===== src/rtl/gpr_bank_pkg.sv =====
package gpr_bank_pkg;
  typedef enum logic {SZ_WORD = 1'b0, SZ_BYTE = 1'b1} size_e;
endpackage


===== src/rtl/gpr_cell.sv =====
module gpr_cell #(
  parameter int DATA_W = 16,
  localparam int HALF_W = DATA_W / 2
) (
  input  logic              clk,
  input  logic              rst,
  input  logic              we_lo,
  input  logic              we_hi,
  input  logic [HALF_W-1:0] lo_d,
  input  logic [HALF_W-1:0] hi_d,
  output logic [DATA_W-1:0] q
);
  always_ff @(posedge clk) begin
    if (rst) begin
      q <= '0;
    end else begin
      if (we_lo) q[HALF_W-1:0]      <= lo_d;
      if (we_hi) q[DATA_W-1:HALF_W] <= hi_d;
    end
  end

  assert_reset_clear_R1: assert property (@(posedge clk) rst |=> q == '0);
  assert_lo_lane_R3: assert property (@(posedge clk) disable iff (rst)
    we_lo |=> q[HALF_W-1:0] == $past(lo_d));
  assert_hi_keep_R3: assert property (@(posedge clk) disable iff (rst)
    !we_hi |=> $stable(q[DATA_W-1:HALF_W]));
  assert_lo_keep_R4: assert property (@(posedge clk) disable iff (rst)
    !we_lo |=> $stable(q[HALF_W-1:0]));
endmodule


===== src/rtl/gpr_wdec.sv =====
module gpr_wdec
  import gpr_bank_pkg::*;
#(
  parameter int DATA_W    = 16,
  parameter int NUM_REGS  = 8,
  parameter int NUM_SPLIT = 4,
  localparam int HALF_W  = DATA_W / 2,
  localparam int SEL_W   = $clog2(NUM_REGS),
  localparam int SPLIT_W = $clog2(NUM_SPLIT)
) (
  input  logic                clk,
  input  logic                rst,
  input  logic                wr_en,
  input  logic [SEL_W-1:0]    wr_sel,
  input  logic                wr_byte,
  input  logic [DATA_W-1:0]   wr_data,
  output logic [NUM_REGS-1:0] we_lo,
  output logic [NUM_REGS-1:0] we_hi,
  output logic [HALF_W-1:0]   lo_d,
  output logic [HALF_W-1:0]   hi_d
);
  logic [NUM_REGS-1:0] reg_touched;

  always_comb begin
    we_lo = '0;
    we_hi = '0;
    if (wr_en) begin
      if (wr_byte == SZ_BYTE) begin
        if (wr_sel[SPLIT_W]) we_hi[wr_sel[SPLIT_W-1:0]] = 1'b1;
        else                 we_lo[wr_sel[SPLIT_W-1:0]] = 1'b1;
      end else begin
        we_lo[wr_sel] = 1'b1;
        we_hi[wr_sel] = 1'b1;
      end
    end
  end

  // a byte always comes from the low data lane, whichever half it lands in
  assign lo_d = wr_data[HALF_W-1:0];
  assign hi_d = (wr_byte == SZ_BYTE) ? wr_data[HALF_W-1:0] : wr_data[DATA_W-1:HALF_W];
  assign reg_touched = we_lo | we_hi;

  assert_one_target_R2: assert property (@(posedge clk) disable iff (rst)
    $onehot0(reg_touched));
  assert_idle_no_write_R8: assert property (@(posedge clk) disable iff (rst)
    !wr_en |-> reg_touched == '0);
  assert_ptr_untouched_R10: assert property (@(posedge clk) disable iff (rst)
    wr_byte |-> reg_touched[NUM_REGS-1:NUM_SPLIT] == '0);
endmodule


===== src/rtl/gpr_rport.sv =====
module gpr_rport
  import gpr_bank_pkg::*;
#(
  parameter int DATA_W    = 16,
  parameter int NUM_REGS  = 8,
  parameter int NUM_SPLIT = 4,
  localparam int HALF_W  = DATA_W / 2,
  localparam int SEL_W   = $clog2(NUM_REGS),
  localparam int SPLIT_W = $clog2(NUM_SPLIT)
) (
  input  logic                            clk,
  input  logic                            rst,
  input  logic [NUM_REGS-1:0][DATA_W-1:0] regs,
  input  logic [SEL_W-1:0]                rd_sel,
  input  logic                            rd_byte,
  output logic [DATA_W-1:0]               rd_data
);
  logic [DATA_W-1:0] parent;

  assign parent = regs[rd_sel[SPLIT_W-1:0]];

  always_comb begin
    rd_data = '0;
    if (rd_byte == SZ_BYTE) begin
      rd_data[HALF_W-1:0] = rd_sel[SPLIT_W] ? parent[DATA_W-1:HALF_W] : parent[HALF_W-1:0];
    end else begin
      rd_data = regs[rd_sel];
    end
  end

  assert_byte_zext_R5: assert property (@(posedge clk) disable iff (rst)
    rd_byte |-> rd_data[DATA_W-1:HALF_W] == '0);
endmodule


===== src/rtl/gpr_bank.sv =====
module gpr_bank #(
  parameter int DATA_W    = 16,
  parameter int NUM_REGS  = 8,
  parameter int NUM_SPLIT = 4,
  localparam int HALF_W = DATA_W / 2,
  localparam int SEL_W  = $clog2(NUM_REGS)
) (
  input  logic              clk,
  input  logic              rst,
  input  logic              wr_en,
  input  logic [SEL_W-1:0]  wr_sel,
  input  logic              wr_byte,
  input  logic [DATA_W-1:0] wr_data,
  input  logic [SEL_W-1:0]  ra_sel,
  input  logic              ra_byte,
  output logic [DATA_W-1:0] ra_data,
  input  logic [SEL_W-1:0]  rb_sel,
  input  logic              rb_byte,
  output logic [DATA_W-1:0] rb_data
);
  logic [NUM_REGS-1:0]             we_lo, we_hi;
  logic [HALF_W-1:0]               lo_d, hi_d;
  logic [NUM_REGS-1:0][DATA_W-1:0] regs_q;

  gpr_wdec #(.DATA_W(DATA_W), .NUM_REGS(NUM_REGS), .NUM_SPLIT(NUM_SPLIT)) u_wdec (
    .clk(clk), .rst(rst), .wr_en(wr_en), .wr_sel(wr_sel), .wr_byte(wr_byte),
    .wr_data(wr_data), .we_lo(we_lo), .we_hi(we_hi), .lo_d(lo_d), .hi_d(hi_d)
  );

  for (genvar i = 0; i < NUM_REGS; i++) begin : g_reg
    gpr_cell #(.DATA_W(DATA_W)) u_cell (
      .clk(clk), .rst(rst), .we_lo(we_lo[i]), .we_hi(we_hi[i]),
      .lo_d(lo_d), .hi_d(hi_d), .q(regs_q[i])
    );
  end

  gpr_rport #(.DATA_W(DATA_W), .NUM_REGS(NUM_REGS), .NUM_SPLIT(NUM_SPLIT)) u_rport_a (
    .clk(clk), .rst(rst), .regs(regs_q), .rd_sel(ra_sel), .rd_byte(ra_byte), .rd_data(ra_data)
  );

  gpr_rport #(.DATA_W(DATA_W), .NUM_REGS(NUM_REGS), .NUM_SPLIT(NUM_SPLIT)) u_rport_b (
    .clk(clk), .rst(rst), .regs(regs_q), .rd_sel(rb_sel), .rd_byte(rb_byte), .rd_data(rb_data)
  );
endmodule


===== config.mk =====
export PLATFORM = sky130hd
export DESIGN_NAME = gpr_bank
export DESIGN_NICKNAME = d
export VERILOG_FILES = /design/src/rtl/gpr_bank_pkg.sv /design/src/rtl/gpr_cell.sv /design/src/rtl/gpr_wdec.sv /design/src/rtl/gpr_rport.sv /design/src/rtl/gpr_bank.sv
export SDC_FILE = /design/constraint.sdc
export NUM_CORES = 1
export LEC_CHECK = 0
export CAP_MARGIN = 20
export CORE_ASPECT_RATIO = 1.75
export CORE_MARGIN = 3
export CORE_UTILIZATION = 28
export DETAILED_ROUTE_END_ITERATION = 10
export PLACE_DENSITY = 0.45
export SKIP_LAST_GASP = 1
export SYNTH_ARGS = -nofsm -noshare
export SYNTH_HDL_FRONTEND = slang
export SYNTH_SLANG_ARGS = --single-unit

===== constraint.sdc =====
create_clock -name clk -period 2.1 [get_ports clk]
set_input_delay 0.42 -clock clk [delete_from_list [all_inputs] [get_ports clk]]
set_output_delay 0.42 -clock clk [all_outputs]
set_load 0.05 [all_outputs]

* Word level (Yosys, flattened, before mapping)
Cells that the tools add are included.
Operators by class: order comparisons 8, mux-type cells 25, reductions and logical operators 2
Operator list (number):
- 16-bit binary-select mux with 3-bit select | 2
- 8-bit two-way mux | 11
- 16-bit binary-select mux with 2-bit select | 2
- 16-bit two-way mux | 4
- 2-bit by 4-bit less-than comparator with 1-bit output, second input constant | 3
- 3-bit by 4-bit less-than comparator with 1-bit output, second input constant | 3
- 4-bit two-way mux | 2
- 1-bit demux with 3-bit select | 1
- 3-bit by 1-bit greater-or-equal comparator with 1-bit output, second input constant | 1
- 1-bit demux with 2-bit select | 1
- 2-bit by 1-bit greater-or-equal comparator with 1-bit output, second input constant | 1
- 1-bit logical AND | 2
- 1-bit two-way mux | 2
Word-level totals: flip-flop bits (word level) 128, input bits 31, output and inout port bits 32, word-level logic and storage cells 51

* Depth between registers and ports, before layout
word-level depth 7, gate-level depth with buffers 6, mapped depth without buffers 3

* Cells and area by module
A second synthesis with hierarchy kept.
Second synthesis, totals: cell total of the unflattened synthesis 701, area total of the unflattened synthesis 7412.1 µm²
Modules (own cells, without submodules):
- gpr_cell | times used 8, cells an instance 52, area an instance 579.3 µm², sequential area each 320.3 µm²
- gpr_rport | times used 2, cells an instance 122, area an instance 1241.2 µm², sequential area each 0.0 µm²
- gpr_wdec | times used 1, cells an instance 41, area an instance 295.3 µm², sequential area each 0.0 µm²

* Worst setup path after synthesis
OpenSTA, ideal clock, no wires.
kind input -> output, start input ra_sel[2], end output ra_data[12], arrival time 1.986 ns, required time 1.680 ns, slack -0.306 ns, cell stages on the path 4, buffers on the path 2, path through buf_2 -> buf_2 -> mux4_2 -> nor2_1
Between the ends: longest elaborated chain between the ends 3
RTL lines:
- start, declared | RTL line gpr_bank.sv:14 | input logic [SEL_W-1:0] ra_sel,
- 16-bit binary-select mux with 3-bit select | RTL line gpr_rport.sv:27 | rd_data = regs[rd_sel];
- 16-bit two-way mux (not written as such) | RTL line gpr_rport.sv:27
- 8-bit two-way mux | RTL line gpr_rport.sv:24 | if (rd_byte == SZ_BYTE) begin
- end, declared | RTL line gpr_bank.sv:16 | output logic [DATA_W-1:0] ra_data,
Every way passes these cells. The select of a mux whose other input is x is not followed.

* Final worst setup path
start input ra_sel[1], end output ra_data[8]
Same word-level chain as after synthesis.

==> flow_summary.toml <==
[sta]
fin_crit_sh = 1.08
fmax_ghz = 0.442
worst_pin_slew_ns = 0.741
fin_worst_skew_ns = 0
rsz0062_at_grt = "yes"
holdWs_ns = 0.466
slew_violations = 0
finalCriticalPeriod_ns = 2.26
slew_headroom = 0.504
setup_viol = 32
fin_ws_ns = -0.161
hold_violations = 0

[clocking]
clockBufferDepth = 2
cts-hold-fix-buffers = 0
clock_latency_ns = 0.43
cts_tree = "yes"
cts_max_level = 4
cts.sinks = 128
root_buffer = "clkbuf_16"
cts_made_buffers = 17
path_clk_slew_ns = 0.06

[synthesis]
synth_top_family_by_area = "multiplexers"
synthTopCellsByArea = "dfxtp_1 33%, mux2i_1 16%, a21oi_1 5.2%"
synth.distinct_cells = 38
ys_warn_count = 0
ys_ff_latch = 128
synth_top_cell_area_share = 0.332
synth.largest_area_cell = "dfxtp_1"
synth_compound_area_frac = 0.179
seq_area_frac_synth = 0.332
synth-xor-area-share = 0.00422
synth_nets = 854
syn-cell-area_um2 = 7710
synthMuxAreaShare = 0.268
synthAdderAreaFrac = 0
synth_simple_gate_area_frac = 0.139
syn_area_per_cell_um2 = 9.37
netlist_instances = 823

[pwr]
total_power_mw = 6.90
power_density_nw_per_um2 = 625
power.leakage_nw = 3.90
ir_drop_mv = 0.484

[global_routing]
overflow = 0
grt.total_usage = 0.224
first_global_vias = 7454
grt_max_degree = 96
antenna_found_initial = 0
grt_pass1_wl_um = 49100

[cells_and_area]
fillerInstances = 2730
drive_above_1_share = 0.397
multi_input_area_um2 = 4960
reg.largest.list = "g.u_cell.q x128"
regMostFlops = "g.u_cell.q"
n_antenna_cell = 0
largest_register_ffs = 128
area_delta_synth_final_pct = 43.1
final_cell_area_um2 = 11000
regArea_um2 = 2630
fin_nets = 981

[die]
rows = 79
die_w_um = 131
dieArea_um2 = 29600
pin_count = 63
core_area_um2 = 26900
die_h_um = 225
initial_core_util = 0.287

[setup_path]
startpoint_type = "input port"
crit_type = "in -> out"
crit_path_end = "ra_data[8]"
critPathMaxFanout = 7
worstPathRequired_ns = 1.68
rr_worst_depth = 2
r2r_start = "g_reg[6].u_cell.q[15]$_SDFFE_PP0P_"
r2r_setup_slack_ns = 1.34
startpoint = "ra_sel[1]"
timing.rr.end = "g_reg[6].u_cell.q[15]$_SDFFE_PP0P_"
crit_arrival_ns = 1.84
end_kind = "output pin"

[route]
dr.pass1.iters = 5
drt-wirelength-per-cell_um = 25.2
antenna_left = 0
remaining_drc_errors = 0
drt_wl_total_um = 33500
via_per_inst = 5.63
drt_iter0_drc = 662
dr_total_vias = 7468

[outcome]
outcome = "finished with violations"
violations = "setup timing"

[place]
dpl.hpwl_um = 23800
dpl_cell_area_um2 = 9730
portBuffers = 62
place_congestion = 0.869

[job]
cap_violations = 0

[hold_path]
hp-class = "reg -> reg"
worst max-delay path: stages:
cell and delay, ns:
buf_12 0.13, buf_12 0.15, buf_12 0.14, mux2i_2 0.17, mux4_2 0.54, nor2_4 0.12, buf_12 0.14
routing by layer:
layer / up-vias / wire length, um / GRT usage
met4: 0 / 1950 / 0.128
met5: - / 0 / 0
met3: 87 / 1400 / 0.0340
met1: 3726 / 12500 / 0.249
li1: 3379 / - / -
met2: 276 / 17600 / 0.405
through the flow:
stage	std cells	utilization	setup slack (ns)	TNS, ns
detailed placement	1282	0.362	-0.429	-12.44
finish	1327	0.410	-0.161	-3.49
CTS	1328	0.404	-0.189	-4.01
floorplan	823	-	0.0397	0
global route	1327	0.410	-0.170	-4.34
global placement	1282	0.362	-0.436	-12.94
kinds of logic after synthesis:
logic type      after synthesis
compound gates              224
simple gates                206
mux                         160
flops                       128
buf+inv                     103
xor+xnor                      2
power by group:
part | internal (mW) | switching (mW) | leakage, nW
clock | 1.63 | 1.16 | 0.252
sequential | 2.49 | 0.0558 | 1.06
combinational | 0.704 | 0.861 | 2.58
synth_stat cells, drive strengths merged:
library cell	number
o21ai	32
inv	1
a22oi	32
nand4b	1
buf	59
and2	4
clkbuf	43
nor4bb	2
nor2	38
and3b	1
dfxtp	128
xor2	1
or4b	1
a21oi	80
nor3b	1
mux2i	120
a31o	16
nand3	32
mux2	8
nor4	32
nor3	32
a211oi	32
nor4b	1
and4b	1
xnor2	1
nand2b	2
nand2	34
mux4	32
nor2b	22
a31oi	32
nand3b	1
or3b	1
cell type report:
| cell class | count | area share |
|---|---|---|
| repair buffers | 210 | 0.222 |
| well taps | 364 | 0.0413 |
| clock inverters | 9 | 0.00771 |
| clock buffers | 23 | 0.0406 |
| multi-input cells | 592 | 0.449 |
| inverters | 1 | 0.000340 |
| flip-flops and latches | 128 | 0.238 |
worst min path at each step:
stage                                            from                           endpoint  slack, ns  cells past startpoint
floorplan           g_reg[3].u_cell.q[0]$_SDFFE_PP0P_  g_reg[3].u_cell.q[0]$_SDFFE_PP0P_       0.44                      2
global placement    g_reg[0].u_cell.q[7]$_SDFFE_PP0P_  g_reg[0].u_cell.q[7]$_SDFFE_PP0P_       0.45                      2
detailed placement  g_reg[0].u_cell.q[7]$_SDFFE_PP0P_  g_reg[0].u_cell.q[7]$_SDFFE_PP0P_       0.46                      2
CTS                 g_reg[3].u_cell.q[4]$_SDFFE_PP0P_  g_reg[3].u_cell.q[4]$_SDFFE_PP0P_       0.47                      2
global route        g_reg[3].u_cell.q[3]$_SDFFE_PP0P_  g_reg[3].u_cell.q[3]$_SDFFE_PP0P_       0.48                      2
finish              g_reg[0].u_cell.q[7]$_SDFFE_PP0P_  g_reg[0].u_cell.q[7]$_SDFFE_PP0P_       0.47                      2
layout by cell type (no fill, tap or decap), drive strengths merged, types with 2 or more instances in the layout:
cell,n
a211oi,32
a21oi,80
a22oi,32
a31o,16
a31oi,32
and2,4
buf,182
bufbuf,3
clkbuf,23
clkdlybuf4s50,21
clkinv,3
clkinvlp,3
dfxtp,128
dlygate4sd2,3
inv,3
mux2,8
mux2i,120
mux4,32
nand2,34
nand2b,2
nand3,32
nor2,38
nor2b,22
nor3,32
nor4,32
nor4bb,2
o21ai,32
timing repair:
item / CTS / global route
setup buffers: 5 / 1
gates resized for setup: 137 / 55
pin swaps: 10 / 6
gates cloned: 9 / 0
endpoints found under the setup margin: 32 / 32
(Power assumes the default switching activity.)
